[src/rtl/pps_pkg.sv]
// Shared types and constants for the panel power sequencer.
// Assumes the step ROM holds power-up steps first, then power-down steps.
package pps_pkg;

    // Payload length codes; LEN_END marks the end of a step list.
    localparam logic [1:0] LEN_NONE = 2'd0;
    localparam logic [1:0] LEN_ONE  = 2'd1;
    localparam logic [1:0] LEN_TWO  = 2'd2;
    localparam logic [1:0] LEN_END  = 2'd3;

    // Final status codes.
    localparam logic [1:0] ST_NONE  = 2'b00;
    localparam logic [1:0] ST_OK    = 2'b01;
    localparam logic [1:0] ST_ERR   = 2'b10;
    localparam logic [1:0] ST_ABORT = 2'b11;

    // Step ROM layout.
    localparam int PU_STEPS  = 41;
    localparam int PD_STEPS  = 4;
    localparam int PU_BASE   = 0;
    localparam int PD_BASE   = PU_BASE + PU_STEPS + 1;
    localparam int ROM_DEPTH = PD_BASE + PD_STEPS + 1;
    localparam int IDX_W     = $clog2(ROM_DEPTH);

    // Address used by the wake preamble.
    localparam logic [7:0] PRE_ADDR = 8'h00;

    typedef struct packed {
        logic [1:0]  len;
        logic [7:0]  addr;
        logic [15:0] data;
    } step_t;

    typedef enum logic [2:0] {
        S_IDLE,
        S_PRE_REQ,
        S_PRE_DLY,
        S_RUN,
        S_GAP
    } seq_state_t;

endpackage

[src/rtl/pps_step_rom.sv]
// Step ROM: maps a step index to a {length, address, payload} entry.
// Power-up list at PU_BASE, power-down list at PD_BASE, each closed by an
// end marker. Any index past the table also reads as an end marker.
module pps_step_rom
    import pps_pkg::*;
(
    input  logic [IDX_W-1:0] idx,
    output step_t            step
);

    // Builds one entry from its parts.
    function automatic step_t mk(input logic [1:0] l, input logic [7:0] a,
                                 input logic [15:0] d);
        step_t s;
        s.len  = l;
        s.addr = a;
        s.data = d;
        return s;
    endfunction

    // Combinational table lookup.
    always_comb begin
        case (idx)
            6'd0:  step = mk(LEN_ONE,  8'hB0, 16'h0017);
            6'd1:  step = mk(LEN_ONE,  8'hBC, 16'h0080);
            6'd2:  step = mk(LEN_ONE,  8'h3B, 16'h0000);
            6'd3:  step = mk(LEN_ONE,  8'hB0, 16'h0016);
            6'd4:  step = mk(LEN_TWO,  8'hB8, 16'hFFF9);
            6'd5:  step = mk(LEN_NONE, 8'h11, 16'h0000);
            6'd6:  step = mk(LEN_ONE,  8'hBA, 16'h0001);
            6'd7:  step = mk(LEN_ONE,  8'hBB, 16'h0000);
            6'd8:  step = mk(LEN_ONE,  8'h3A, 16'h0060);
            6'd9:  step = mk(LEN_ONE,  8'hBF, 16'h0010);
            6'd10: step = mk(LEN_ONE,  8'hB1, 16'h0056);
            6'd11: step = mk(LEN_ONE,  8'hB2, 16'h0033);
            6'd12: step = mk(LEN_ONE,  8'hB3, 16'h0011);
            6'd13: step = mk(LEN_ONE,  8'hB3, 16'h0011);
            6'd14: step = mk(LEN_ONE,  8'hB4, 16'h0002);
            6'd15: step = mk(LEN_ONE,  8'hB5, 16'h002B);
            6'd16: step = mk(LEN_ONE,  8'hB6, 16'h0040);
            6'd17: step = mk(LEN_ONE,  8'hB7, 16'h0003);
            6'd18: step = mk(LEN_ONE,  8'hB9, 16'h0004);
            6'd19: step = mk(LEN_ONE,  8'hBD, 16'h0004);
            6'd20: step = mk(LEN_ONE,  8'hBE, 16'h0000);
            6'd21: step = mk(LEN_ONE,  8'hC0, 16'h0011);
            6'd22: step = mk(LEN_ONE,  8'hC1, 16'h0011);
            6'd23: step = mk(LEN_ONE,  8'hC2, 16'h0011);
            6'd24: step = mk(LEN_TWO,  8'hC3, 16'h2040);
            6'd25: step = mk(LEN_TWO,  8'hC4, 16'h60C0);
            6'd26: step = mk(LEN_TWO,  8'hC5, 16'h1020);
            6'd27: step = mk(LEN_TWO,  8'hC6, 16'h60C0);
            6'd28: step = mk(LEN_TWO,  8'hC7, 16'h5533);
            6'd29: step = mk(LEN_ONE,  8'hC8, 16'h0000);
            6'd30: step = mk(LEN_ONE,  8'hC9, 16'h0000);
            6'd31: step = mk(LEN_ONE,  8'hCA, 16'h0000);
            6'd32: step = mk(LEN_TWO,  8'hEC, 16'h01F0);
            6'd33: step = mk(LEN_ONE,  8'hCF, 16'h0002);
            6'd34: step = mk(LEN_TWO,  8'hD0, 16'h0804);
            6'd35: step = mk(LEN_ONE,  8'hD1, 16'h0001);
            6'd36: step = mk(LEN_TWO,  8'hD2, 16'h0000);
            6'd37: step = mk(LEN_TWO,  8'hD3, 16'h0D0E);
            6'd38: step = mk(LEN_TWO,  8'hD4, 16'h11A4);
            6'd39: step = mk(LEN_ONE,  8'hD5, 16'h000E);
            6'd40: step = mk(LEN_NONE, 8'h29, 16'h0000);
            6'd41: step = mk(LEN_END,  8'h00, 16'h0000);
            6'd42: step = mk(LEN_NONE, 8'h28, 16'h0000);
            6'd43: step = mk(LEN_TWO,  8'hB8, 16'h8002);
            6'd44: step = mk(LEN_NONE, 8'h10, 16'h0000);
            6'd45: step = mk(LEN_ONE,  8'hB0, 16'h0000);
            default: step = mk(LEN_END, 8'h00, 16'h0000);
        endcase
    end

endmodule

[src/rtl/pps_delay_timer.sv]
// One-shot delay timer. A start pulse arms it, and expired goes high for one
// cycle GAP_CYC cycles after the start edge. A new start while it is
// running re-arms it. Assumes GAP_CYC >= 1.
module pps_delay_timer #(
    parameter int GAP_CYC = 1500
) (
    input  logic clk,
    input  logic rst_n,
    input  logic start,
    output logic expired
);

    localparam int CW = $clog2(GAP_CYC + 1);

    logic [CW-1:0] cnt;
    logic          run;

    assign expired = run && (cnt == '0);

    // Counts down from GAP_CYC-1 to zero, then disarms.
    always_ff @(posedge clk) begin
        if (!rst_n) begin
            cnt <= '0;
            run <= 1'b0;
        end else if (start) begin
            cnt <= CW'(GAP_CYC - 1);
            run <= 1'b1;
        end else if (run) begin
            if (cnt == '0) run <= 1'b0;
            else           cnt <= cnt - CW'(1);
        end
    end

    // the expiry is a single-cycle event
    assert_expiry_pulse_R4: assert property (@(posedge clk) disable iff (!rst_n)
        expired && !start |=> !expired);

endmodule

[src/rtl/pps_seq_ctrl.sv]
// Sequence controller. It runs the wake preamble, then walks the step ROM
// and drives the writer handshake. It assumes wr_done is a one-cycle pulse,
// with wr_err valid in the same cycle. Start strobes are only looked at in
// idle.
module pps_seq_ctrl
    import pps_pkg::*;
#(
    parameter int PRE_COUNT = 3
) (
    input  logic             clk,
    input  logic             rst_n,
    input  logic             en_req,
    input  logic             dis_req,
    input  step_t            step,
    output logic [IDX_W-1:0] step_idx,
    output logic             tmr_start,
    input  logic             tmr_expired,
    output logic             busy,
    output logic [1:0]       status,
    output logic             wr_req,
    output logic [7:0]       wr_addr,
    output logic [1:0]       wr_len,
    output logic [15:0]      wr_data,
    input  logic             wr_done,
    input  logic             wr_err
);

    localparam int PW = $clog2(PRE_COUNT + 1);

    seq_state_t       state;
    logic [IDX_W-1:0] idx;
    logic [PW-1:0]    pre_cnt;
    logic             err_acc;
    logic             at_end;

    assign step_idx  = idx;
    assign at_end    = (step.len == LEN_END);
    assign tmr_start = (state == S_PRE_REQ) && wr_done && !wr_err;

    // Drives the request toward the writer from the current state and step.
    always_comb begin
        wr_req  = (state == S_PRE_REQ) || ((state == S_RUN) && !at_end);
        wr_addr = (state == S_PRE_REQ) ? PRE_ADDR : step.addr;
        wr_len  = (state == S_PRE_REQ) ? LEN_NONE : step.len;
        wr_data = (state == S_PRE_REQ) ? 16'h0000 : step.data;
    end

    // Main sequencing state machine.
    always_ff @(posedge clk) begin
        if (!rst_n) begin
            state   <= S_IDLE;
            idx     <= '0;
            pre_cnt <= '0;
            err_acc <= 1'b0;
            busy    <= 1'b0;
            status  <= ST_NONE;
        end else begin
            case (state)
                S_IDLE: begin
                    if (dis_req) begin
                        idx     <= IDX_W'(PD_BASE);
                        err_acc <= 1'b0;
                        busy    <= 1'b1;
                        status  <= ST_NONE;
                        state   <= S_RUN;
                    end else if (en_req) begin
                        idx     <= IDX_W'(PU_BASE);
                        pre_cnt <= '0;
                        err_acc <= 1'b0;
                        busy    <= 1'b1;
                        status  <= ST_NONE;
                        state   <= S_PRE_REQ;
                    end
                end
                S_PRE_REQ: begin
                    if (wr_done) begin
                        if (wr_err) begin
                            status <= ST_ABORT;
                            busy   <= 1'b0;
                            state  <= S_IDLE;
                        end else begin
                            state  <= S_PRE_DLY;
                        end
                    end
                end
                S_PRE_DLY: begin
                    if (tmr_expired) begin
                        if (pre_cnt == PW'(PRE_COUNT - 1)) begin
                            state <= S_RUN;
                        end else begin
                            pre_cnt <= pre_cnt + PW'(1);
                            state   <= S_PRE_REQ;
                        end
                    end
                end
                S_RUN: begin
                    if (at_end) begin
                        status <= err_acc ? ST_ERR : ST_OK;
                        busy   <= 1'b0;
                        state  <= S_IDLE;
                    end else if (wr_done) begin
                        err_acc <= err_acc | wr_err;
                        idx     <= idx + IDX_W'(1);
                        state   <= S_GAP;
                    end
                end
                S_GAP: state <= S_RUN;
                default: state <= S_IDLE;
            endcase
        end
    end

    // request drops right after completion
    assert_req_drops_R2: assert property (@(posedge clk) disable iff (!rst_n)
        wr_done |=> !wr_req);

    // request and its fields hold until completion
    assert_req_holds_R2: assert property (@(posedge clk) disable iff (!rst_n)
        wr_req && !wr_done |=> wr_req && $stable(wr_addr) && $stable(wr_len)
                               && $stable(wr_data));

    // no write is requested while not busy
    assert_idle_quiet_R9: assert property (@(posedge clk) disable iff (!rst_n)
        !busy |-> !wr_req);

    // a final status is posted whenever busy falls
    assert_final_status_R11: assert property (@(posedge clk) disable iff (!rst_n)
        $fell(busy) |-> status != ST_NONE);

    // status is held while idle with no strobe
    assert_status_hold_R11: assert property (@(posedge clk) disable iff (!rst_n)
        !busy && !en_req && !dis_req |=> $stable(status));

    // preamble waits leave only on timer expiry
    assert_delay_exit_R4: assert property (@(posedge clk) disable iff (!rst_n)
        (state == S_PRE_DLY) && !tmr_expired |=> (state == S_PRE_DLY));

endmodule

[src/rtl/panel_pwr_seq.sv]
// Top of the panel power sequencer. It ties together the step ROM, the
// preamble delay timer and the sequence controller. CLK_HZ is the system
// clock frequency; GAP_US is the preamble gap in microseconds.
module panel_pwr_seq #(
    parameter int CLK_HZ    = 125_000_000,
    parameter int GAP_US    = 1500,
    parameter int PRE_COUNT = 3
) (
    input  logic        clk,
    input  logic        rst_n,
    input  logic        en_req,
    input  logic        dis_req,
    output logic        busy,
    output logic [1:0]  status,
    output logic        wr_req,
    output logic [7:0]  wr_addr,
    output logic [1:0]  wr_len,
    output logic [15:0] wr_data,
    input  logic        wr_done,
    input  logic        wr_err
);

    import pps_pkg::*;

    localparam int GAP_CYC = (CLK_HZ / 1000) * GAP_US / 1000;

    logic [IDX_W-1:0] step_idx;
    step_t            step;
    logic             tmr_start;
    logic             tmr_expired;

    pps_step_rom u_rom (
        .idx  (step_idx),
        .step (step)
    );

    pps_delay_timer #(.GAP_CYC(GAP_CYC)) u_tmr (
        .clk     (clk),
        .rst_n   (rst_n),
        .start   (tmr_start),
        .expired (tmr_expired)
    );

    pps_seq_ctrl #(.PRE_COUNT(PRE_COUNT)) u_ctrl (
        .clk         (clk),
        .rst_n       (rst_n),
        .en_req      (en_req),
        .dis_req     (dis_req),
        .step        (step),
        .step_idx    (step_idx),
        .tmr_start   (tmr_start),
        .tmr_expired (tmr_expired),
        .busy        (busy),
        .status      (status),
        .wr_req      (wr_req),
        .wr_addr     (wr_addr),
        .wr_len      (wr_len),
        .wr_data     (wr_data),
        .wr_done     (wr_done),
        .wr_err      (wr_err)
    );

endmodule

[config.mk]
export PLATFORM = sky130hd
export DESIGN_NAME = panel_pwr_seq
export DESIGN_NICKNAME = d
export VERILOG_FILES = /design/src/rtl/pps_pkg.sv /design/src/rtl/pps_step_rom.sv /design/src/rtl/pps_delay_timer.sv /design/src/rtl/pps_seq_ctrl.sv /design/src/rtl/panel_pwr_seq.sv
export SDC_FILE = /design/constraint.sdc
export NUM_CORES = 1
export LEC_CHECK = 0
export CELL_PAD_IN_SITES_DETAIL_PLACEMENT = 0
export CELL_PAD_IN_SITES_GLOBAL_PLACEMENT = 1
export CORE_UTILIZATION = 45
export CTS_CLUSTER_SIZE = 30
export DETAILED_ROUTE_END_ITERATION = 12
export PLACE_DENSITY = 0.95
export SLEW_MARGIN = 10
export SYNTH_ARGS = -nofsm -noshare
export SYNTH_HDL_FRONTEND = slang
export SYNTH_HIERARCHICAL = 1
export SYNTH_SLANG_ARGS = --single-unit
[constraint.sdc]
create_clock -name clk -period 6.1 [get_ports clk]
set_clock_uncertainty 0.1 [all_clocks]
set_input_delay 1.22 -clock clk [delete_from_list [all_inputs] [get_ports clk]]
set_output_delay 1.22 -clock clk [all_outputs]
set_load 0.03 [all_outputs]
# [Word-level counts from Yosys, hierarchy flattened]
# Memories as Yosys holds them, arrays and structs flattened. A register that Yosys moved wholly into a read port is not among the register bits.
# Index checks and enable logic that the tools add are counted.
[classes] n_mux=47 eq_ne=18 bitwise_logic=3 reduce_logical=20 add_sub_neg=3
[op_table] operator="$mux W18" count=3
[op_table] operator="$mux W6" count=6
[op_table] operator="$mux W2" count=12
[op_table] operator="$logic_not A18 Y1" count=1
[op_table] operator="$mux W3" count=6
[op_table] operator="$ne A2 B2 Y1 const B" count=9
[op_table] operator="$sub A18 B1 Y18 const B" count=1
[op_table] operator="$mux W16" count=1
[op_table] operator="$pmux W3 S5" count=1
[op_table] operator="$mux W1" count=12
[op_table] operator="$pmux W6 S2" count=1
[op_table] operator="$reduce_and A5 Y1" count=2
[op_table] operator="$mux W8" count=1
[op_table] operator="$reduce_and A4 Y1" count=2
[op_table] operator="$add A6 B1 Y6 const B" count=1
[op_table] operator="$eq A3 B2 Y1 const B" count=2
[op_table] operator="$pmux W2 S3" count=1
[op_table] operator="$reduce_bool A2 Y1" count=3
[op_table] operator="$eq A2 B2 Y1 const B" count=2
[op_table] operator="$logic_and A1 B1 Y1" count=4
[op_table] operator="$pmux W2 S2" count=1
[op_table] operator="$reduce_and A2 Y1" count=2
[op_table] operator="$eq A3 B1 Y1 const B" count=1
[op_table] operator="$eq A3 B3 Y1 const B" count=1
[op_table] operator="other kinds (13)" count=15
[word_totals] in_bits=6 elab_cells=101 mem_bits_ro=1664 regBits=34 mem_count=1
[mem_list] name="(name not given)" depth=64 width=26 read_ports=1 rd_ports_with_merged_regs=1 write_ports=0 line_no="pps_step_rom.sv:23" source="case (idx)"

# [Logic depth before layout (Yosys ltp)]
# Gate-level depths: netlist of run 1.
[depth] ltp_word=6 mapped_depth=11 depth_no_buf=9

# [By module]
# The synthesis of run 1 kept the hierarchy.
[by_module_without_submodules] module="pps_step_rom" instances=1 area_per_inst_um2=1231.2 seq_area_each_um2=0.0 cells_each=198
[by_module_without_submodules] module="pps_seq_ctrl" instances=1 area_per_inst_um2=1182.4 seq_area_each_um2=300.3 cells_each=149
[by_module_without_submodules] module="pps_delay_timer" instances=1 area_per_inst_um2=1118.6 seq_area_each_um2=380.4 cells_each=134

# [Least setup slack after synthesis of run 1]
# No wires, ideal clock.
[synth_path] path_type="reg2out" start="reg, netlist name u_ctrl/step_idx[1]" end="out wr_data[4]" arrival_ns=2.215 required_ns=4.780 n_path_buf=3 path_stages_with_launch=10 setup_slack_ns=2.565 path_cell_list="dfxtp_1 buf_2 inv_1 ha_1 buf_2 buf_1 a211oi_1 a31oi_1 o21ai_0 nor2b_1"
[synth_rtl] element="end: declaration" line_no="panel_pwr_seq.sv:18" source="output logic [15:0] wr_data,"

==> flow_summary.html, run 1 <==
<table>
<tr><th>Metric</th><th>Value</th></tr>
<tr><th colspan="2">Outcome</th></tr>
<tr><td>Result of the run</td><td>finished, final reports clean</td></tr>
<tr><th colspan="2">Yosys</th></tr>
<tr><td>Sequential cell area fraction in the yosys report</td><td>19.3%</td></tr>
<tr><td>Share of synthesized flip-flops with an asynchronous set or reset</td><td>0%</td></tr>
<tr><td>Number of flops mapped to enable cells by yosys</td><td>0</td></tr>
<tr><td>Synth Area per Inst</td><td>7.34 µm²</td></tr>
<tr><td>Synth warnings</td><td>6</td></tr>
<tr><td>Cell variety after synth</td><td>85</td></tr>
<tr><td>Mapped Cells</td><td>481</td></tr>
<tr><td>Dominant synthesized flop cell</td><td>sky130_fd_sc_hd__dfxtp_1</td></tr>
<tr><td>Area of the mapped netlist</td><td>0.00353 mm²</td></tr>
<tr><td>Flip-flop and latch count after synthesis</td><td>34</td></tr>
<tr><td>Net count after synthesis</td><td>501</td></tr>
<tr><th colspan="2">Min path</th></tr>
<tr><td>Class of the tightest hold or removal check</td><td>flop to flop</td></tr>
<tr><td>Hold Path Stages</td><td>2</td></tr>
<tr><th colspan="2">Critical path</th></tr>
<tr><td>R2r startpoint</td><td>u_ctrl/step_idx[0]$_SDFFE_PN0P_</td></tr>
<tr><td>Kind of launch point of the worst setup path</td><td>flop</td></tr>
<tr><td>Worst setup path start</td><td>u_ctrl/step_idx[0]$_SDFFE_PN0P_</td></tr>
<tr><td>Data arrival time at the worst-slack endpoint</td><td>3470 ps</td></tr>
<tr><td>Setup CP Type</td><td>flop to output pin</td></tr>
<tr><td>Critical Path Fanout Max</td><td>20</td></tr>
<tr><td>Depth of the worst register-to-register path</td><td>9</td></tr>
<tr><td>Worst setup slack for register-to-register paths</td><td>2870 ps</td></tr>
<tr><td>Critical path data required time</td><td>4780 ps</td></tr>
<tr><td>Critical path endpoint category</td><td>output pin</td></tr>
<tr><td>FF-to-FF End</td><td>u_ctrl/step_idx[3]$_SDFFE_PN0P_</td></tr>
<tr><td>Worst setup endpoint</td><td>wr_req</td></tr>
<tr><th colspan="2">CTS</th></tr>
<tr><td>Clock root cell</td><td>sky130_fd_sc_hd__clkbuf_8</td></tr>
<tr><td>Clk_lat worst skew</td><td>290 ps</td></tr>
<tr><td>Count of buffers added by post-CTS timing repair for setup</td><td>0</td></tr>
<tr><td>CTS HTree Levels</td><td>2</td></tr>
<tr><td>Post-cts repair resize count</td><td>0</td></tr>
<tr><td>Sink Count</td><td>34</td></tr>
<tr><td>Clk buf depth</td><td>2</td></tr>
<tr><td>Total clock buffers created by CTS</td><td>5</td></tr>
<tr><td>TritonCTS clock tree</td><td>done</td></tr>
<tr><td>Register clock-pin slew on the reported worst setup and hold paths</td><td>70 ps</td></tr>
<tr><td>Hold_buf cts</td><td>0</td></tr>
<tr><th colspan="2">Timing</th></tr>
<tr><td>Clock period minus worst slack</td><td>4790 ps</td></tr>
<tr><td>Hold Vio Cnt, Final</td><td>0</td></tr>
<tr><td>Worst slew margin</td><td>35.7%</td></tr>
<tr><td>Slew @ Worst Pin</td><td>963 ps</td></tr>
<tr><td>Worst hold-check slack</td><td>382 ps</td></tr>
<tr><td>Top achievable clock speed</td><td>0.209 GHz</td></tr>
<tr><td>Final TNS setup</td><td>0 ps</td></tr>
<tr><td>Max-slew violations</td><td>0</td></tr>
<tr><td>Number of setup violations in the final report</td><td>0</td></tr>
<tr><td>RSZ-0062 raised after global routing</td><td>no</td></tr>
<tr><td>Final cycle utilization of the critical path</td><td>78.5%</td></tr>
<tr><th colspan="2">Run</th></tr>
<tr><td>Max-capacitance violation count</td><td>0</td></tr>
<tr><th colspan="2">GRT</th></tr>
<tr><td>First-pass GRT wire length</td><td>16.1 mm</td></tr>
<tr><td>Maximum number of pins on one net before global-route repair</td><td>47</td></tr>
<tr><td>Number of global-route vias before repair</td><td>3265</td></tr>
<tr><td>Antenna violations before repair</td><td>0</td></tr>
<tr><td>Global route total overflow</td><td>0</td></tr>
<tr><td>Total Routing Usage GR</td><td>23.5%</td></tr>
<tr><th colspan="2">Detailed routing</th></tr>
<tr><td>Number of design-rule violations left by the first detailed-router iteration</td><td>318</td></tr>
<tr><td>Final Routed Wirelength</td><td>9.62 mm</td></tr>
<tr><td>Residual antenna-violating net count after detailed routing</td><td>0</td></tr>
<tr><td>Detailed-routing iteration count for the pre-antenna-repair pass</td><td>5</td></tr>
<tr><td>Vias after detailed routing</td><td>3734</td></tr>
<tr><td>Post-route DRC violation count</td><td>0</td></tr>
<tr><td>Wirelength per Cell</td><td>16.3 µm</td></tr>
<tr><td>Via-per-instance ratio</td><td>6.31</td></tr>
<tr><th colspan="2">Power and ir drop</th></tr>
<tr><td>Maximum resistive drop on vdd</td><td>211 µV</td></tr>
<tr><td>Leak Pwr</td><td>1.47 nW</td></tr>
<tr><td>Total power divided by cell area</td><td>336 mW/mm²</td></tr>
<tr><th colspan="2">Floorplan</th></tr>
<tr><td>Die span in x</td><td>90.6 µm</td></tr>
<tr><td>Height of the die</td><td>90.6 µm</td></tr>
<tr><td>Initial core utilization</td><td>47.7%</td></tr>
<tr><td>Core ar.</td><td>0.00741 mm²</td></tr>
<tr><td>I/O pin count</td><td>36</td></tr>
<tr><td>Die outline area</td><td>0.00821 mm²</td></tr>
<tr><td>FP Rows</td><td>31</td></tr>
<tr><th colspan="2">Finish</th></tr>
<tr><td>Final std cells w/o fill</td><td>592</td></tr>
<tr><td>Most common cell after layout, fill and taps aside</td><td>sky130_fd_sc_hd__nand2_1</td></tr>
<tr><td>Highest-count cells in the layout ignoring fill and taps</td><td>sky130_fd_sc_hd__nand2_1 (43), sky130_fd_sc_hd__nor2_1 (39), sky130_fd_sc_hd__nor2b_1 (38), sky130_fd_sc_hd__clkdlybuf4s50_1 (35), sky130_fd_sc_hd__dfxtp_1 (34)</td></tr>
<tr><td>Area delta synth-&gt;final</td><td>11.9%</td></tr>
<tr><td>Share of final-layout standard cells stronger than drive strength 1</td><td>9.53%</td></tr>
<tr><td>Net total in the final layout</td><td>512</td></tr>
<tr><td>Antenna diode instance count</td><td>0</td></tr>
<tr><th colspan="2">Place</th></tr>
<tr><td>Dpl cells</td><td>584</td></tr>
<tr><td>HPWL after DPL</td><td>6.66 mm</td></tr>
<tr><td>Final Wtd Congestion</td><td>0.914</td></tr>
<tr><td>Number of buffers inserted by port buffering</td><td>35</td></tr>
</table>
==> through the flow <==
step	worst slack, ps	cell area (µm²)	total power [W]	utilization [%]
6_report	1310	3950	0.00133	53.4
5_1_grt	929	3950	0.00141	53.4
4_1_cts	1340	3950	0.00133	53.4
3_5_place_dp	1660	3860	0.00114	52.1
3_3_place_gp	1750	3860	0.00113	52.1
2_1_floorplan	2570	3530	0.000923	-
==> area by class of cell <==
cell class / count / area, µm²
inverters: 16 / 60.1
repair buffers: 41 / 395
clock buffers: 6 / 82.6
clock inverters: 2 / 12.5
flip-flops and latches: 34 / 681
multi-input cells: 394 / 2600
fillers: 724 / 3450
well taps: 99 / 124
==> flip-flops by register name (all words and copies together) (netlist names) <==
| signal | cells |
|---|---|
| u_ctrl/err_acc | 1 |
| u_tmr/cnt | 18 |
| u_ctrl/state | 3 |
| u_ctrl/busy | 1 |
| u_ctrl/step_idx | 6 |
| u_tmr/run | 1 |
| u_ctrl/status | 2 |
| u_ctrl/pre_cnt | 2 |
==> critical path, cell delays in order (launching register included) <==
cell	delay, ps
sky130_fd_sc_hd__dfxtp_1	740
sky130_fd_sc_hd__inv_1	310
sky130_fd_sc_hd__ha_1	510
sky130_fd_sc_hd__nor2b_1	270
sky130_fd_sc_hd__o32ai_1	100
sky130_fd_sc_hd__a21oi_1	300
sky130_fd_sc_hd__nand3_1	170
sky130_fd_sc_hd__nand2_2	160
sky130_fd_sc_hd__inv_1	50
sky130_fd_sc_hd__clkdlybuf4s50_1	580
==> worst min path at each step <==
stage	start	endpoint	slack, ps
floorplan	u_tmr/cnt[16]$_SDFFE_PP0P_	u_tmr/cnt[16]$_SDFFE_PP0P_	360
global placement	u_ctrl/status[1]$_SDFFE_PN0P_	u_ctrl/status[1]$_SDFFE_PN0P_	350
detailed placement	u_ctrl/busy$_SDFFE_PN0P_	u_ctrl/busy$_SDFFE_PN0P_	370
CTS	u_ctrl/status[0]$_SDFFE_PN0P_	u_ctrl/status[0]$_SDFFE_PN0P_	380
global route	u_ctrl/busy$_SDFFE_PN0P_	u_ctrl/busy$_SDFFE_PN0P_	410
finish	u_ctrl/status[0]$_SDFFE_PN0P_	u_ctrl/status[0]$_SDFFE_PN0P_	380
==> cells in the mapped netlist (all sizes together) (8+ instances only) <==
library cell	instances	share of area, %
nand2	44	4.7
or3	8	1.6
a31oi	10	1.8
nand3	19	3.0
ha	14	5.0
nor3	12	1.7
o21ai	28	4.2
mux2i	8	2.3
a21oi	26	3.8
nor4	8	1.8
nand2b	14	2.5
inv	15	1.6
nor2b	39	7.1
nor2	42	4.8
o31ai	11	2.5
a32oi	9	2.2
or4	10	2.2
buf	30	4.9
dfxtp	34	19
==> kinds of logic (layout without fill, tap and decap cells) <==
logic type,Yosys count,in the layout,share of synthesized area [%]
buffers and inverters,53,65,7.33
flip-flops,34,34,19.3
multiplexers,10,10,3.22
AO/OA/AOI/OAI,145,145,29.0
XOR/XNOR,3,3,0.744
adder cells (fa/ha/maj),14,14,4.96
AND/OR/NAND/NOR,222,222,35.4
==> where the power goes <==
part	internal (W)	leakage [nW]	switching [W]
Clock	0.0000909	0.0472	0.0000888
Sequential	0.000251	0.276	0.0000596
Combinational	0.000333	1.14	0.000507
Total	0.000675	1.47	0.000655
==> layer usage <==
metal  vias up  routed length (µm)  track usage, %
met4         0                  68            6.18
met2       175                4550            37.7
met5         -                   0               0
li1       1806                   -               -
met3         7                 695            3.20
met1      1746                4300            32.7
No activity file was read; power rests on OpenSTA's default activity.
==> inputs of run 2 (changes only) <==
Settings changed: CORE_UTILIZATION 45 to 38, PLACE_DENSITY 0.95 to 0.87.
Clock period 6.1 ns to 3.85 ns, I/O delays scaled along.
==> flow_summary.html, run 2 (synthesis gave the netlist of run 1 again) <==
<table>
<tr><th>Metric</th><th>Value</th></tr>
<tr><th colspan="2">Critical path</th></tr>
<tr><td>Critical Path Fanout Max</td><td>18 (-10%)</td></tr>
<tr><td>Kind of launch point of the worst setup path</td><td>flop</td></tr>
<tr><td>Worst setup path start</td><td>u_ctrl/step_idx[1]$_SDFFE_PN0P_</td></tr>
<tr><td>Data arrival time at the worst-slack endpoint</td><td>2890 ps (-580 ps)</td></tr>
<tr><td>Setup CP Type</td><td>flop to output pin</td></tr>
<tr><td>Critical path endpoint category</td><td>output pin</td></tr>
<tr><td>Critical path data required time</td><td>2980 ps (-1800 ps)</td></tr>
<tr><td>R2r startpoint</td><td>u_tmr/cnt[0]$_SDFFE_PN0P_</td></tr>
<tr><th colspan="2">Detailed routing</th></tr>
<tr><td>Final Routed Wirelength</td><td>10.2 mm (+5.9%)</td></tr>
<tr><td>Residual antenna-violating net count after detailed routing</td><td>0 (unchanged)</td></tr>
<tr><td>Post-route DRC violation count</td><td>3 (+3)</td></tr>
<tr><td>Via-per-instance ratio</td><td>6.24 (-1.0%)</td></tr>
<tr><td>Wirelength per Cell</td><td>16.7 µm (+2.5%)</td></tr>
<tr><td>Detailed-routing iteration count for the pre-antenna-repair pass</td><td>12 (+7)</td></tr>
<tr><td>Vias after detailed routing</td><td>3820 (+2.3%)</td></tr>
<tr><td>Number of design-rule violations left by the first detailed-router iteration</td><td>310 (-2.5%)</td></tr>
<tr><th colspan="2">Timing</th></tr>
<tr><td>Hold Vio Cnt, Final</td><td>0 (unchanged)</td></tr>
<tr><td>Top achievable clock speed</td><td>0.266 GHz</td></tr>
<tr><td>Final TNS setup</td><td>0 ps (unchanged)</td></tr>
<tr><td>Worst slew margin</td><td>56.4% (+21 points)</td></tr>
<tr><td>Number of setup violations in the final report</td><td>0 (unchanged)</td></tr>
<tr><td>RSZ-0062 raised after global routing</td><td>no</td></tr>
<tr><td>Worst-case setup margin in the final layout</td><td>94.2 ps (-1220 ps)</td></tr>
<tr><td>Slew @ Worst Pin</td><td>654 ps (-309 ps)</td></tr>
<tr><td>Max-slew violations</td><td>0 (unchanged)</td></tr>
<tr><td>Final cycle utilization of the critical path</td><td>97.6%</td></tr>
<tr><td>Clock period minus worst slack</td><td>3760 ps</td></tr>
<tr><th colspan="2">GRT</th></tr>
<tr><td>Antenna violations before repair</td><td>0 (unchanged)</td></tr>
<tr><td>Maximum number of pins on one net before global-route repair</td><td>36 (-23%)</td></tr>
<tr><td>First-pass GRT wire length</td><td>16.8 mm (+4.8%)</td></tr>
<tr><td>Total Routing Usage GR</td><td>20.9% (-2.5 points)</td></tr>
<tr><td>Number of global-route vias before repair</td><td>3411 (+4.5%)</td></tr>
<tr><td>Global route total overflow</td><td>0 (unchanged)</td></tr>
<tr><th colspan="2">Run</th></tr>
<tr><td>Max-capacitance violation count</td><td>0 (unchanged)</td></tr>
<tr><th colspan="2">Finish</th></tr>
<tr><td>Utilization of the core after routing</td><td>45.8% (-7.5 points)</td></tr>
<tr><td>Largest register by flop count</td><td>u_tmr/cnt</td></tr>
<tr><td>Area delta synth-&gt;final</td><td>14.8%</td></tr>
<tr><td>Most common cell after layout, fill and taps aside</td><td>sky130_fd_sc_hd__nand2_1</td></tr>
<tr><td>Largest register FFs</td><td>18 (unchanged)</td></tr>
<tr><td>Net total in the final layout</td><td>523 (+2.1%)</td></tr>
<tr><td>Antenna diode instance count</td><td>0 (unchanged)</td></tr>
<tr><td>Share of final-layout standard cells stronger than drive strength 1</td><td>12.1% (+2.6 points)</td></tr>
<tr><td>Highest-count cells in the layout ignoring fill and taps</td><td>sky130_fd_sc_hd__nand2_1 (43), sky130_fd_sc_hd__nor2_1 (39), sky130_fd_sc_hd__nor2b_1 (37), sky130_fd_sc_hd__dfxtp_1 (34), sky130_fd_sc_hd__clkdlybuf4s50_1 (33)</td></tr>
<tr><td>Final std cells w/o fill</td><td>612 (+3.4%)</td></tr>
<tr><td>Total non-filler cell area in the finished layout</td><td>0.00406 mm² (+2.6%)</td></tr>
<tr><th colspan="2">CTS</th></tr>
<tr><td>TritonCTS clock tree</td><td>done</td></tr>
<tr><td>Hold_buf cts</td><td>0 (unchanged)</td></tr>
<tr><td>Sink Count</td><td>34 (unchanged)</td></tr>
<tr><td>Clk_lat worst skew</td><td>290 ps (about the same)</td></tr>
<tr><td>Clock root cell</td><td>sky130_fd_sc_hd__clkbuf_8</td></tr>
<tr><td>Total clock buffers created by CTS</td><td>5 (unchanged)</td></tr>
<tr><td>CTS HTree Levels</td><td>2 (unchanged)</td></tr>
<tr><td>Clk buf depth</td><td>2 (unchanged)</td></tr>
<tr><td>Register clock-pin slew on the reported worst setup and hold paths</td><td>70 ps (about the same)</td></tr>
<tr><td>Count of buffers added by post-CTS timing repair for setup</td><td>0 (unchanged)</td></tr>
<tr><th colspan="2">Floorplan</th></tr>
<tr><td>Initial core utilization</td><td>39.9% (-7.8 points)</td></tr>
<tr><td>FP Rows</td><td>34 (+9.7%)</td></tr>
<tr><td>I/O pin count</td><td>36 (unchanged)</td></tr>
<tr><td>Die outline area</td><td>0.00968 mm² (+18%)</td></tr>
<tr><td>Height of the die</td><td>98.4 µm (+8.6%)</td></tr>
<tr><td>Die span in x</td><td>98.4 µm (+8.6%)</td></tr>
<tr><td>Core ar.</td><td>0.00885 mm² (+19%)</td></tr>
<tr><th colspan="2">Place</th></tr>
<tr><td>HPWL after DPL</td><td>7.29 mm (+9.6%)</td></tr>
<tr><td>Post-Place Worst Slack</td><td>435 ps (-1230 ps)</td></tr>
<tr><td>Final Wtd Congestion</td><td>0.951 (+4.0%)</td></tr>
<tr><td>Number of buffers inserted by port buffering</td><td>35 (unchanged)</td></tr>
<tr><td>Placed Area</td><td>0.00396 mm² (+2.6%)</td></tr>
<tr><td>Dpl cells</td><td>604 (+3.4%)</td></tr>
<tr><th colspan="2">Min path</th></tr>
<tr><td>Class of the tightest hold or removal check</td><td>flop to flop</td></tr>
<tr><td>Startpoint of the lowest-slack hold path</td><td>u_ctrl/status[0]$_SDFFE_PN0P_</td></tr>
<tr><th colspan="2">Outcome</th></tr>
<tr><td>Result of the run</td><td>finished with violations</td></tr>
<tr><td>Failing checks</td><td>DRC</td></tr>
<tr><th colspan="2">Power and ir drop</th></tr>
<tr><td>Total power divided by cell area</td><td>530 mW/mm² (+58%)</td></tr>
<tr><td>Leak Pwr</td><td>1.53 nW (+4.3%)</td></tr>
<tr><td>Maximum resistive drop on vdd</td><td>260 µV (+23%)</td></tr>
</table>
[run 2: metrics by stage]
stage / hold WS, ps / power (W)
after floorplan: 360 / 0.00146
after global placement: 362 / 0.00184
after detailed placement: 374 / 0.00186
after CTS: 388 / 0.00214
after global routing: 429 / 0.00229
final: 389 / 0.00215
[run 2: power by group]
part | switching, W | internal [W] | total (W)
Clock | 0.000133 | 0.000144 | 0.000278
Sequential | 0.0000839 | 0.000398 | 0.000482
Combinational | 0.000834 | 0.000558 | 0.00139
[run 2: worst paths after layout]
check	end	slack, ps	cells past startpoint
worst min-delay path	u_ctrl/status[0]$_SDFFE_PN0P_	390	2
worst max register to register	u_ctrl/state[0]$_SDFFE_PN0P_	1100	9
worst min register to register	u_ctrl/status[0]$_SDFFE_PN0P_	390	2
worst max-delay path	wr_addr[0]	90	8
[run 2: worst max-delay path, cell delays in order (launching register included)]
cell	delay, ps
sky130_fd_sc_hd__dfxtp_1	340
sky130_fd_sc_hd__buf_4	240
sky130_fd_sc_hd__ha_1	420
sky130_fd_sc_hd__inv_1	170
sky130_fd_sc_hd__mux4_2	470
sky130_fd_sc_hd__nand2_1	90
sky130_fd_sc_hd__o221ai_1	110
sky130_fd_sc_hd__nor2b_1	150
sky130_fd_sc_hd__clkdlybuf4s50_1	590
[run 2: final cells by class]
class                      count  area, µm²
clock buffer                   7       86.3
fill                         909       4790
tap                          108        135
multi-input combinational    394       2600
timing repair buffer          52        485
clock inverter                 1       5.00
sequential                    34        681
inverter                      16       60.1
[run 2: repair_timing]
action                                 in CTS  in global routing
resized for setup                           0                  2
setup endpoints to repair                   0                  2
endpoints found under the hold margin       0                  0
[run 2: layer usage]
layer  global-route usage (%)  up-vias  routed length [µm]
li1                         -     1833                   -
met1                     29.0     1821                4710
met2                     34.0      145                4730
met3                     2.55       21                 571
met4                     6.31        0                 180
met5                        0        -                   0
==> inputs of run 3 (changes only) <==
Settings changed: CAP_MARGIN set to 10.
==> results of run 3 <==
Same layout as run 2: the final DEF is identical, and so are final timing and power.
